==> config.mk <==
export PLATFORM = sky130hd
export DESIGN_NAME = booth_seq_mul
export DESIGN_NICKNAME = d
export VERILOG_FILES = /design/src/rtl/booth_pkg.sv /design/src/rtl/booth_recode.sv /design/src/rtl/booth_step.sv /design/src/rtl/booth_seq_ctrl.sv /design/src/rtl/booth_seq_mul.sv
export SDC_FILE = /design/constraint.sdc
export NUM_CORES = 1
export LEC_CHECK = 0
export ABC_AREA = 1
export BUFFER_PORTS_ARGS = -buffer_cell sky130_fd_sc_hd__buf_2
export CAP_MARGIN = 20
export CORE_MARGIN = 2
export CORE_UTILIZATION = 38
export CTS_BUF_LIST = sky130_fd_sc_hd__clkbuf_4 sky130_fd_sc_hd__clkbuf_8 sky130_fd_sc_hd__clkbuf_16
export DETAILED_ROUTE_END_ITERATION = 8
export HOLD_SLACK_MARGIN = 0.02
export PLACE_DENSITY = 0.53
export SKIP_CTS_REPAIR_TIMING = 1
export SYNTH_ARGS = -nofsm -noshare
export SYNTH_HDL_FRONTEND = slang
export SYNTH_SLANG_ARGS = --single-unit
export TNS_END_PERCENT = 5
==> constraint.sdc <==
create_clock -name clk -period 2.15 [get_ports clk]
set_input_delay 0.1075 -clock clk [delete_from_list [all_inputs] [get_ports clk]]
set_output_delay 0.1075 -clock clk [all_outputs]
set_load 0.05 [all_outputs]
==> src/rtl/booth_pkg.sv <==
package booth_pkg;

  typedef enum logic [1:0] {
    BOP_KEEP = 2'd0,
    BOP_ADD  = 2'd1,
    BOP_SUB  = 2'd2
  } booth_op_e;

endpackage

==> src/rtl/booth_recode.sv <==
module booth_recode
  import booth_pkg::*;
(
  input  logic      win_lsb,
  input  logic      win_ext,
  output booth_op_e op
);

  // the pair (lsb, ext) picks the step action
  always_comb begin
    unique case ({win_lsb, win_ext})
      2'b01:   op = BOP_ADD;
      2'b10:   op = BOP_SUB;
      default: op = BOP_KEEP;
    endcase
  end

endmodule

==> src/rtl/booth_step.sv <==
module booth_step
  import booth_pkg::*;
#(
  parameter int WIDTH = 4,
  localparam int AW = WIDTH + 1
) (
  input  logic [AW-1:0]    acc_in,
  input  logic [WIDTH-1:0] win_in,
  input  logic             ext_in,
  input  logic [AW-1:0]    mc_ext,
  input  booth_op_e        op,
  output logic [AW-1:0]    acc_out,
  output logic [WIDTH-1:0] win_out,
  output logic             ext_out
);

  logic [AW-1:0] sum;

  always_comb begin
    unique case (op)
      BOP_ADD: sum = acc_in + mc_ext;
      BOP_SUB: sum = acc_in - mc_ext;
      default: sum = acc_in;
    endcase
  end

  // arithmetic right shift of {acc, win, ext}
  assign acc_out = {sum[AW-1], sum[AW-1:1]};
  assign win_out = {sum[0], win_in[WIDTH-1:1]};
  assign ext_out = win_in[0];

endmodule

==> src/rtl/booth_seq_ctrl.sv <==
module booth_seq_ctrl #(
  parameter int WIDTH = 4,
  localparam int CW = $clog2(WIDTH + 1)
) (
  input  logic          clk,
  input  logic          rst_n,
  input  logic          start,
  output logic          busy,
  output logic          load,
  output logic          step,
  output logic          finish,
  output logic [CW-1:0] count
);

  localparam logic [CW-1:0] CNT_INIT = CW'(WIDTH);
  localparam logic [CW-1:0] CNT_ONE  = CW'(1);

  assign load   = start && !busy;
  assign step   = busy;
  assign finish = busy && (count == CNT_ONE);

  always_ff @(posedge clk or negedge rst_n) begin
    if (!rst_n) begin
      busy  <= 1'b0;
      count <= '0;
    end else if (load) begin
      busy  <= 1'b1;
      count <= CNT_INIT;
    end else if (step) begin
      count <= count - CNT_ONE;
      if (finish) busy <= 1'b0;
    end
  end

  assert_load_R2: assert property (@(posedge clk) disable iff (!rst_n)
    load |=> busy && count == CNT_INIT);

  assert_count_range_R2: assert property (@(posedge clk) disable iff (!rst_n)
    busy |-> (count != '0) && (count <= CNT_INIT));

  assert_busy_start_ignored_R6: assert property (@(posedge clk) disable iff (!rst_n)
    busy && start && count != CNT_ONE |=> busy && count == $past(count) - CNT_ONE);

endmodule

==> src/rtl/booth_seq_mul.sv <==
module booth_seq_mul
  import booth_pkg::*;
#(
  parameter int WIDTH = 4,
  localparam int AW = WIDTH + 1,
  localparam int PW = 2 * WIDTH,
  localparam int CW = $clog2(WIDTH + 1)
) (
  input  logic             clk,
  input  logic             rst_n,
  input  logic             start,
  input  logic [WIDTH-1:0] multiplicand,
  input  logic [WIDTH-1:0] multiplier,
  output logic [PW-1:0]    product,
  output logic             done
);

  logic          busy, load, step, finish;
  logic [CW-1:0] count;
  logic [AW-1:0] mc_r, acc_r, acc_n;
  logic [WIDTH-1:0] win_r, win_n;
  logic          ext_r, ext_n;
  booth_op_e     op;

  booth_seq_ctrl #(.WIDTH(WIDTH)) u_ctrl (
    .clk(clk), .rst_n(rst_n), .start(start), .busy(busy),
    .load(load), .step(step), .finish(finish), .count(count)
  );

  booth_recode u_rec (.win_lsb(win_r[0]), .win_ext(ext_r), .op(op));

  booth_step #(.WIDTH(WIDTH)) u_step (
    .acc_in(acc_r), .win_in(win_r), .ext_in(ext_r), .mc_ext(mc_r), .op(op),
    .acc_out(acc_n), .win_out(win_n), .ext_out(ext_n)
  );

  always_ff @(posedge clk or negedge rst_n) begin
    if (!rst_n) begin
      mc_r  <= '0;
      acc_r <= '0;
      win_r <= '0;
      ext_r <= 1'b0;
    end else if (load) begin
      mc_r  <= {multiplicand[WIDTH-1], multiplicand};
      acc_r <= '0;
      win_r <= multiplier;
      ext_r <= 1'b0;
    end else if (step) begin
      acc_r <= acc_n;
      win_r <= win_n;
      ext_r <= ext_n;
    end
  end

  always_ff @(posedge clk or negedge rst_n) begin
    if (!rst_n) begin
      product <= '0;
      done    <= 1'b0;
    end else begin
      done <= finish;
      if (finish) product <= {acc_n[WIDTH-1:0], win_n};
    end
  end

  assert_done_single_R5: assert property (@(posedge clk) disable iff (!rst_n)
    done |=> !done);

  assert_product_hold_R7: assert property (@(posedge clk) disable iff (!rst_n)
    !done |-> $stable(product));

  assert_done_after_busy_R2: assert property (@(posedge clk) disable iff (!rst_n)
    done |-> $past(busy) && !busy);

  assert_ext_cleared_R8: assert property (@(posedge clk) disable iff (!rst_n)
    load |=> !ext_r && acc_r == '0);

endmodule

Word level (Yosys, flattened, before mapping)
Cells that the tools add are included.
Word-level totals
  register bits: 27
  output and inout bits: 9
  word-level logic and storage cells: 33
Operators by class
  $add $sub $neg: 3
  equal/unequal tests: 5
  mux-type cells: 13
  reduce and logical (&&, ||, !) cells: 4
Operators with widths (number)
  5-bit two-way mux: 2
  5-bit one-hot mux with 2 select lines: 1
  4-bit two-way mux: 2
  3-bit two-way mux: 2
  5-bit adder: 1
  1-bit two-way mux: 5
  5-bit subtractor: 1
  2-bit by 1-bit equality test with 1-bit output (second input constant): 2
  2-bit equality test (second input constant): 2
  2-bit one-hot mux with 2 select lines: 1
  3-bit by 1-bit equality test with 1-bit output (second input constant): 1
  3-bit by 1-bit subtractor with 3-bit output (second input constant): 1
  1-bit logical AND: 2
  2-bit nonzero test: 1
  1-bit zero test: 1

Depth between registers and ports, before layout
Gate-level depths: netlist (run 1).
  word-level depth: 6
  depth in mapped cells: 15
  depth with buffers taken out: 15

Hierarchy
From an unflattened synthesis (run 1), not the netlist that was laid out.
Second synthesis, totals
  cell total of the unflattened synthesis: 198
  area total of the unflattened synthesis: 1525.2 µm²
Modules (own cells, without submodules)
  booth_seq_mul: times used 1, cells each 99, area each 915.9 µm²
  booth_step: times used 1, cells each 67, area each 375.4 µm²
  booth_seq_ctrl: times used 1, cells each 28, area each 219.0 µm²
  booth_recode: times used 1, cells each 4, area each 15.0 µm²

Worst setup path before layout (run 1)
Ideal clock, no wire load.
  path type: register -> register
  start point: register win_r[0]
  end point: register acc_r[3]
  library setup time: 0.117 ns
  arrival: 1.803 ns
  data required time: 2.033 ns
  setup slack: 0.230 ns
  stages on the path, launching flop included: 15
  buffers on the path: 0
  path through: dfrtp_1 ha_1 a31oi_1 xor2_1 inv_1 ha_1 nand2_1 nor2_1 nor2_1 nand2_1 nand3_1 nand2_1 nand2_1 nand2_1 nand2_1
Between the ends
  word-level cells in the longest chain between the ends: 6
Ends and longest elaborated chain
  from (decl): RTL line booth_seq_mul.sv:21  | logic [WIDTH-1:0] win_r, win_n;
  from (signal assigned): RTL line booth_seq_mul.sv:46  | win_r <= multiplier;
  from (signal assigned): RTL line booth_seq_mul.sv:50  | win_r <= win_n;
  2-bit equality test or 2-bit by 1-bit equality test with 1-bit output (tied branches): RTL line booth_recode.sv:11  | unique case ({win_lsb, win_ext})
  2-bit one-hot mux with 2 select lines (*): RTL line booth_recode.sv:11
  2-bit equality test or 2-bit by 1-bit equality test with 1-bit output (tied branches): RTL line booth_step.sv:20  | unique case (op)
  5-bit one-hot mux with 2 select lines (*): RTL line booth_step.sv:20
  5-bit two-way mux (*): RTL line booth_seq_mul.sv:48  | end else if (step) begin
  5-bit two-way mux (*): RTL line booth_seq_mul.sv:43  | end else if (load) begin
  to (signal assigned): RTL line booth_seq_mul.sv:49  | acc_r <= acc_n;
  to (decl): RTL line booth_seq_mul.sv:20  | logic [AW-1:0] mc_r, acc_r, acc_n;
Mark *: on every way between the ends. The rest lies on a longest branch, timed or not. The select of a mux whose other input is x is not followed.
A chain may end at the register's enable or synchronous reset.

Worst setup path after layout (run 1)
  start point: register mc_r[0]
  end point: register acc_r[2]
Between the ends
  word-level cells in the longest chain between the ends: 4
Ends and longest elaborated chain
  from (decl): RTL line booth_seq_mul.sv:20
  from (signal assigned): RTL line booth_seq_mul.sv:44  | mc_r <= {multiplicand[WIDTH-1], multiplicand};
  5-bit subtractor or 5-bit adder (tied branches): RTL line booth_step.sv:22, booth_step.sv:21
  5-bit one-hot mux with 2 select lines (*): RTL line booth_step.sv:20
  5-bit two-way mux (*): RTL line booth_seq_mul.sv:48
  5-bit two-way mux (*): RTL line booth_seq_mul.sv:43
Marked as above.

==> impl_summary.log, run 1 <==
[metrics] run status: complete, no violations
[metrics] proportion of netlist area held by the largest area contributor: 0.4801
[metrics] clock transition at the registers of the reported paths: 140 ps
[metrics] I/O pin count: 20
[metrics] post-detailed-placement half-perimeter wirelength: 1947 um
[metrics] Tightest Pin Transition: 599.1 ps
[metrics] total setup violations reported at the end of the flow: 0
[metrics] EDFF count, synth: 0
[metrics] fin nets: 212
[metrics] required time reported for the critical path endpoint: roughly 2400 ps
[metrics] startpoint class of the critical path: flip-flop
[metrics] die area: 4060 sq um
[metrics] Horiz. Die Dim: 63.72 um
[metrics] Port Buffer Count: 19
[metrics] number of vias per cell: 4.700
[metrics] crit path capture type: flip-flop
[metrics] leftover overflow at the end of global routing: 0
[metrics] initial standard-cell utilization of the core: 0.3998
[metrics] synthesized instance count: 160
[metrics] DRC violation count after routing: 0
[metrics] cell area after technology mapping: 1355 sq um
[metrics] total via count in the routed design: 1114
[metrics] worst hold path class: primary input to flip-flop
[metrics] fraction of met1 tracks used by global routing: 0.1950
[metrics] R2R setup slack: around 160 ps
[metrics] register bit total from synthesis: 26
[metrics] number of global-route vias before repair: 1001
[metrics] Total Wirelength: approximately 2700 um
[metrics] most frequently used flop master after synthesis: sky130_fd_sc_hd__dfrtp_1
[metrics] number of buffers added by the clock tree synthesis step: 3
[metrics] highest achievable clock rate: around 500 MHz
[metrics] Critical Path Sink: acc_r[2]
[metrics] grt met2 use: 0.2329
[metrics] CTS H-tree lvls: 1
[metrics] share of post-route cells with drive strength above 1: 0.1990
[metrics] most used standard cell by instance count after synthesis: sky130_fd_sc_hd__nand2_1
[metrics] CTS tree: yes
[metrics] Register-to-Register Path Depth: 11
[metrics] shortest clock period the worst path allows after layout: 1992 ps
[metrics] post-synthesis cell type count: 23
[metrics] accumulated negative setup slack: 0 ps
[metrics] Worst Path Class, Setup: flip-flop to flip-flop
[metrics] Final Cycle Share: 0.9266
[metrics] Final Slew Violations: 0
[metrics] die span in y: about 64 um
[metrics] Final Hold Vio Count: 0
[metrics] router iterations before antenna repair: 4
[metrics] maximum fanout encountered on the critical timing path: 6
[metrics] clock latency on the worst-skew pair: 310 ps
[metrics] area leader, netlist: sky130_fd_sc_hd__dfrtp_1
[metrics] GRT Total Usage: 0.1427
[metrics] WL/cell: 11.39 um
[metrics] relative slew slack: 0.6006
[metrics] drt first-iter violations: 42
[metrics] Placer Congestion: 0.8720
[metrics] area added between synthesis and finish: 22.71%
[metrics] Syn Area/Cell: approximately 8.5 sq um
[metrics] start of the worst register-to-register path: mc_r[0]
[metrics] synth top area cells: sky130_fd_sc_hd__dfrtp_1 48%, sky130_fd_sc_hd__nand2_1 14%, sky130_fd_sc_hd__ha_1 7.4%
[metrics] first-pass GRT wire length: 4595 um
[metrics] MaxCap Viol Count: 0
[metrics] maximum clock insertion buffer count: 2
[metrics] filler instances: 328
[metrics] Worst Hold Path Cells: 4
[metrics] sequential-to-total area share from yosys stat: 0.4801
[metrics] Crit Reg-Reg Endpoint: acc_r[2]
[metrics] initial antenna violation count: 0
[metrics] area inside the core boundary: about 3400 sq um
[metrics] top post-synthesis cells by count: 51 x sky130_fd_sc_hd__nand2_1, 26 x sky130_fd_sc_hd__dfrtp_1, 23 x sky130_fd_sc_hd__inv_1
[metrics] Synth Net Count: 180
[metrics] setup repair after global routing missed its margin: no
[metrics] cell at the root of the clock tree: sky130_fd_sc_hd__clkbuf_4
[metrics] yosys synthesis warning count: 0
[metrics] Async S/R FF share, synth: 1.000
[metrics] clock skew: slightly below 4 ps
[metrics] ANT nets after route: 0
[metrics] largest net degree at the start of global routing: 27
[metrics] Arrival @ worst endpoint: 2210 ps
[metrics] number of sinks driven by the clock tree: 26
[metrics] total number of placement rows: 21
[metrics] worst setup path startpoint: mc_r[0]
[metrics] GRT Max-Usage Layer: met2
[metrics] fraction of met3 tracks used by global routing: 0.02321
[metrics] antenna cell count: 0
==> cells in the final DEF, fill, tap and decap left out, drive strengths merged <==
cell,instances
xor2,1
nor3,1
o22ai,3
nand3b,2
dlygate4sd3,9
a21oi,4
a22oi,1
nand4,1
o221ai,2
o211ai,2
nand2,51
fa,1
dfrtp,26
clkbuf,4
buf,20
nand3,6
inv,25
ha,8
a31oi,1
nor2,7
o21ai,16
==> routing by layer <==
metal,up-vias,share of wire
li1,583,-
met4,0,0.0063
met3,2,0.028
met2,18,0.47
met5,-,0
met1,511,0.49
==> kinds of logic after synthesis <==
kind of cell             count (synthesis)  share of synthesized area
AND/OR/NAND/NOR                         68                     0.2105
flip-flops                              26                     0.4801
XOR/XNOR                                 1                   0.006465
AO/OA/AOI/OAI                           29                     0.1330
buffers and inverters                   27                    0.08125
adder cells (fa/ha/maj)                  9                    0.08865
==> sequential cells by signal, summed over array words and instances, names as in the netlist <==
| register | count |
|---|---|
| u_ctrl.count | 3 |
| win_r | 4 |
| u_ctrl.busy | 1 |
| ext_r | 1 |
| product | 8 |
| done | 1 |
| mc_r | 4 |
| acc_r | 4 |
==> area by class of cell <==
class | count | area, sq um | share of cell area
timing repair buffer | 29 | 192.7 | 0.1159
sequential | 26 | 650.6 | 0.3913
clock buffer | 4 | 36.28 | 0.02182
tap | 46 | 57.56 | 0.03461
multi-input combinational | 107 | 631.9 | 0.3800
inverter | 25 | 93.84 | 0.05643
==> worst min-delay path by stage <==
stage	startpoint	to	slack, ps
after CTS	rst_n	product[6]	-220
after global routing	start	mc_r[3]	110
after detailed placement	rst_n	product[6]	140
final	start	mc_r[3]	80
after global placement	rst_n	product[6]	140
after floorplan	rst_n	acc_r[0]	-190
==> stage by stage <==
stage          setup WS, ps  utilization  instance area (sq um)  hold slack (ps)  cells
6_report              157.9       0.4906                   1663            75.72    237
5_1_grt               2.319       0.4906                   1663            109.2    237
4_1_cts               17.27       0.4507                   1528           -218.7    227
3_5_place_dp          45.46       0.4400                   1491            143.9    223
3_3_place_gp          99.35       0.4400                   1491            139.7    223
2_1_floorplan         230.4            -                   1355           -188.1    160
==> worst max-delay path, stage by stage, from the launching register on <==
cell and delay [ps]:
sky130_fd_sc_hd__dfrtp_1 390, sky130_fd_sc_hd__inv_2 60, sky130_fd_sc_hd__ha_1 200, sky130_fd_sc_hd__nor2_1 100
sky130_fd_sc_hd__nor2_1 50, sky130_fd_sc_hd__a22oi_1 160, sky130_fd_sc_hd__ha_1 320, sky130_fd_sc_hd__a21oi_1 190
sky130_fd_sc_hd__a21oi_1 100, sky130_fd_sc_hd__nand3b_1 190, sky130_fd_sc_hd__nand3_1 90, sky130_fd_sc_hd__nand2_1 50
Power of run 1 is left out: the tool's default activity adds up to more than one toggle a clock period on the data nets, which glitch-free logic cannot reach.
==> inputs of run 2 (changes only) <==
- CAP_MARGIN: 20 -> 5
- GPL_TIMING_DRIVEN: default -> 1
- RECOVER_POWER: default -> 100
==> run 2 against run 1 <==
  * Utilization down 1.0 points
  * Sequential cell count unchanged
  * Clock skew up 3.7 ps
  * Global-route usage unchanged
  * First-iteration DRC count up 4.8%
  * Routed wire length up 0.81%
  * Final area down 2.1%
  * Clock-buffer cell count unchanged
  * Critical path depth unchanged
  * Die area unchanged
  * Cell count unchanged
  * Non-clock buffer count unchanged
==> impl_summary.log, run 2 (synthesis results as in run 1) <==
[metrics] run status: complete, no violations (unchanged)
[metrics] largest net degree at the start of global routing: 27 (unchanged)
[metrics] final std cell area, no fill: 1628 sq um (was 1663 sq um)
[metrics] number of buffers added by the clock tree synthesis step: 3 (unchanged)
[metrics] Final Hold Vio Count: 0 (unchanged)
[metrics] Horiz. Die Dim: 63.72 um (unchanged)
[metrics] share of post-route cells with drive strength above 1: 0.1257 (was 0.1990)
[metrics] area added between synthesis and finish: 20.13% (was 22.71%)
[metrics] area inside the core boundary: 3390 sq um (unchanged)
[metrics] final cell count without fillers: 237 (unchanged)
[metrics] max reg flops: 8 (unchanged)
[metrics] worst hold path class: primary input to flip-flop (unchanged)
[metrics] Tightest Pin Transition: 1415 ps (was 599.1 ps)
[metrics] number of sinks driven by the clock tree: 26 (unchanged)
[metrics] clock latency on the worst-skew pair: 310 ps (about the same)
[metrics] DRC violation count after routing: 0 (unchanged)
[metrics] Final Slew Violations: 0 (unchanged)
[metrics] maximum fanout encountered on the critical timing path: 6 (unchanged)
[metrics] Total Wirelength: 2722 um (was 2700 um)
[metrics] total number of placement rows: 21 (unchanged)
[metrics] MaxCap Viol Count: 0 (unchanged)
[metrics] maximum clock insertion buffer count: 2 (unchanged)
[metrics] startpoint class of the critical path: flip-flop (unchanged)
[metrics] crit path capture type: flip-flop (unchanged)
[metrics] placement-stage cell area: 1491 sq um (unchanged)
[metrics] router iterations before antenna repair: 4 (unchanged)
[metrics] total setup violations reported at the end of the flow: 0 (unchanged)
[metrics] Arrival @ worst endpoint: 2210 ps (about the same)
[metrics] number of vias per cell: 4.700 (unchanged)
[metrics] R2R setup slack: 150 ps (was 160 ps)
[metrics] relative slew slack: 0.05642 (was 0.6006)
[metrics] post-detailed-placement half-perimeter wirelength: 1947 um (unchanged)
[metrics] ANT nets after route: 0 (unchanged)
[metrics] die span in y: 63.72 um (unchanged)
[metrics] die area: 4060 sq um (unchanged)
[metrics] clock skew: 7.549 ps (was 3.881 ps)
[metrics] commonest non-fill, non-tap cell in the layout: sky130_fd_sc_hd__nand2_1 (unchanged)
[metrics] Worst Path Class, Setup: flip-flop to flip-flop (unchanged)
[metrics] leftover overflow at the end of global routing: 0 (unchanged)
[metrics] initial standard-cell utilization of the core: 0.3998 (unchanged)
[metrics] Final Cycle Share: 0.9295 (was 0.9266)
[metrics] initial antenna violation count: 0 (unchanged)
[metrics] total placed cells including tap cells: 223 (unchanged)
[metrics] CTS H-tree lvls: 1 (unchanged)
[metrics] top register by number of flip-flops: product (unchanged)
[metrics] antenna cell count: 0 (unchanged)
[metrics] I/O pin count: 20 (unchanged)
[metrics] shortest clock period the worst path allows after layout: 1998 ps (was 1992 ps)
[metrics] clock transition at the registers of the reported paths: 140 ps (about the same)
[metrics] fin nets: 212 (unchanged)
[metrics] first-pass GRT wire length: 4595 um (unchanged)
[metrics] accumulated negative setup slack: 0 ps (unchanged)
[metrics] cell at the root of the clock tree: sky130_fd_sc_hd__clkbuf_4 (unchanged)
[metrics] required time reported for the critical path endpoint: 2370 ps (about the same)
[metrics] Placer Congestion: 0.8720 (unchanged)
[metrics] number of global-route vias before repair: 1001 (unchanged)
[metrics] Post-Route Hold Slack: 74.95 ps (was 75.72 ps)
[metrics] CTS tree: yes (unchanged)
[metrics] Port Buffer Count: 19 (unchanged)
[metrics] total via count in the routed design: 1114 (unchanged)
[metrics] commonest cells after routing, fill and taps aside: 51 x sky130_fd_sc_hd__nand2_1, 26 x sky130_fd_sc_hd__dfrtp_1, 21 x sky130_fd_sc_hd__inv_1 (unchanged)
[metrics] WL/cell: 11.49 um (was 11.39 um)
[metrics] GRT Total Usage: 0.1427 (unchanged)
[metrics] drt first-iter violations: 44 (was 42)
[metrics] highest achievable clock rate: 500.4 MHz (was 502.0 MHz)
-- run 2: stage by stage --
step	utilization	setup slack, ps
after floorplan	-	230.4
after global placement	0.4400	99.35
after detailed placement	0.4400	45.46
after CTS	0.4507	17.27
after global routing	0.4803	-2.125
final	0.4803	151.6
-- run 2: layer usage --
layer,vias to the layer above,share of wire,track usage
li1,579,-,-
met1,517,0.50,0.1950
met2,16,0.47,0.2329
met3,2,0.030,0.02321
met4,0,0.0059,0.04076
met5,-,0,0
-- run 2: area by class of cell --
type | instances | area, sq um
fill | 337 | 1762
sequential | 26 | 650.6
multi-input combinational | 107 | 609.3
timing repair buffer | 29 | 180.2
inverter | 25 | 93.84
tap | 46 | 57.56
clock buffer | 4 | 36.28
-- run 2: critical path: stages, from the launching register on --
cell and delay, ps:
sky130_fd_sc_hd__dfrtp_1 390, sky130_fd_sc_hd__inv_2 60, sky130_fd_sc_hd__ha_1 200, sky130_fd_sc_hd__nor2_1 100
sky130_fd_sc_hd__nor2_1 50, sky130_fd_sc_hd__a22oi_1 160, sky130_fd_sc_hd__ha_1 320, sky130_fd_sc_hd__a21oi_1 200
sky130_fd_sc_hd__a21oi_1 100, sky130_fd_sc_hd__nand3b_1 190, sky130_fd_sc_hd__nand3_1 90, sky130_fd_sc_hd__nand2_1 50
-- run 2: worst paths after layout --
path                            startpoint          to  depth (start not counted)
worst max register to register     mc_r[0]    acc_r[2]                         11
worst min register to register  product[3]  product[3]                          2
worst max-delay path               mc_r[0]    acc_r[2]                         11
worst min-delay path                 start     mc_r[3]                          4
max in group asynchronous            rst_n     mc_r[2]                          2
min in group asynchronous            rst_n  product[0]                          2
Power of run 2 is left out for the same reason.
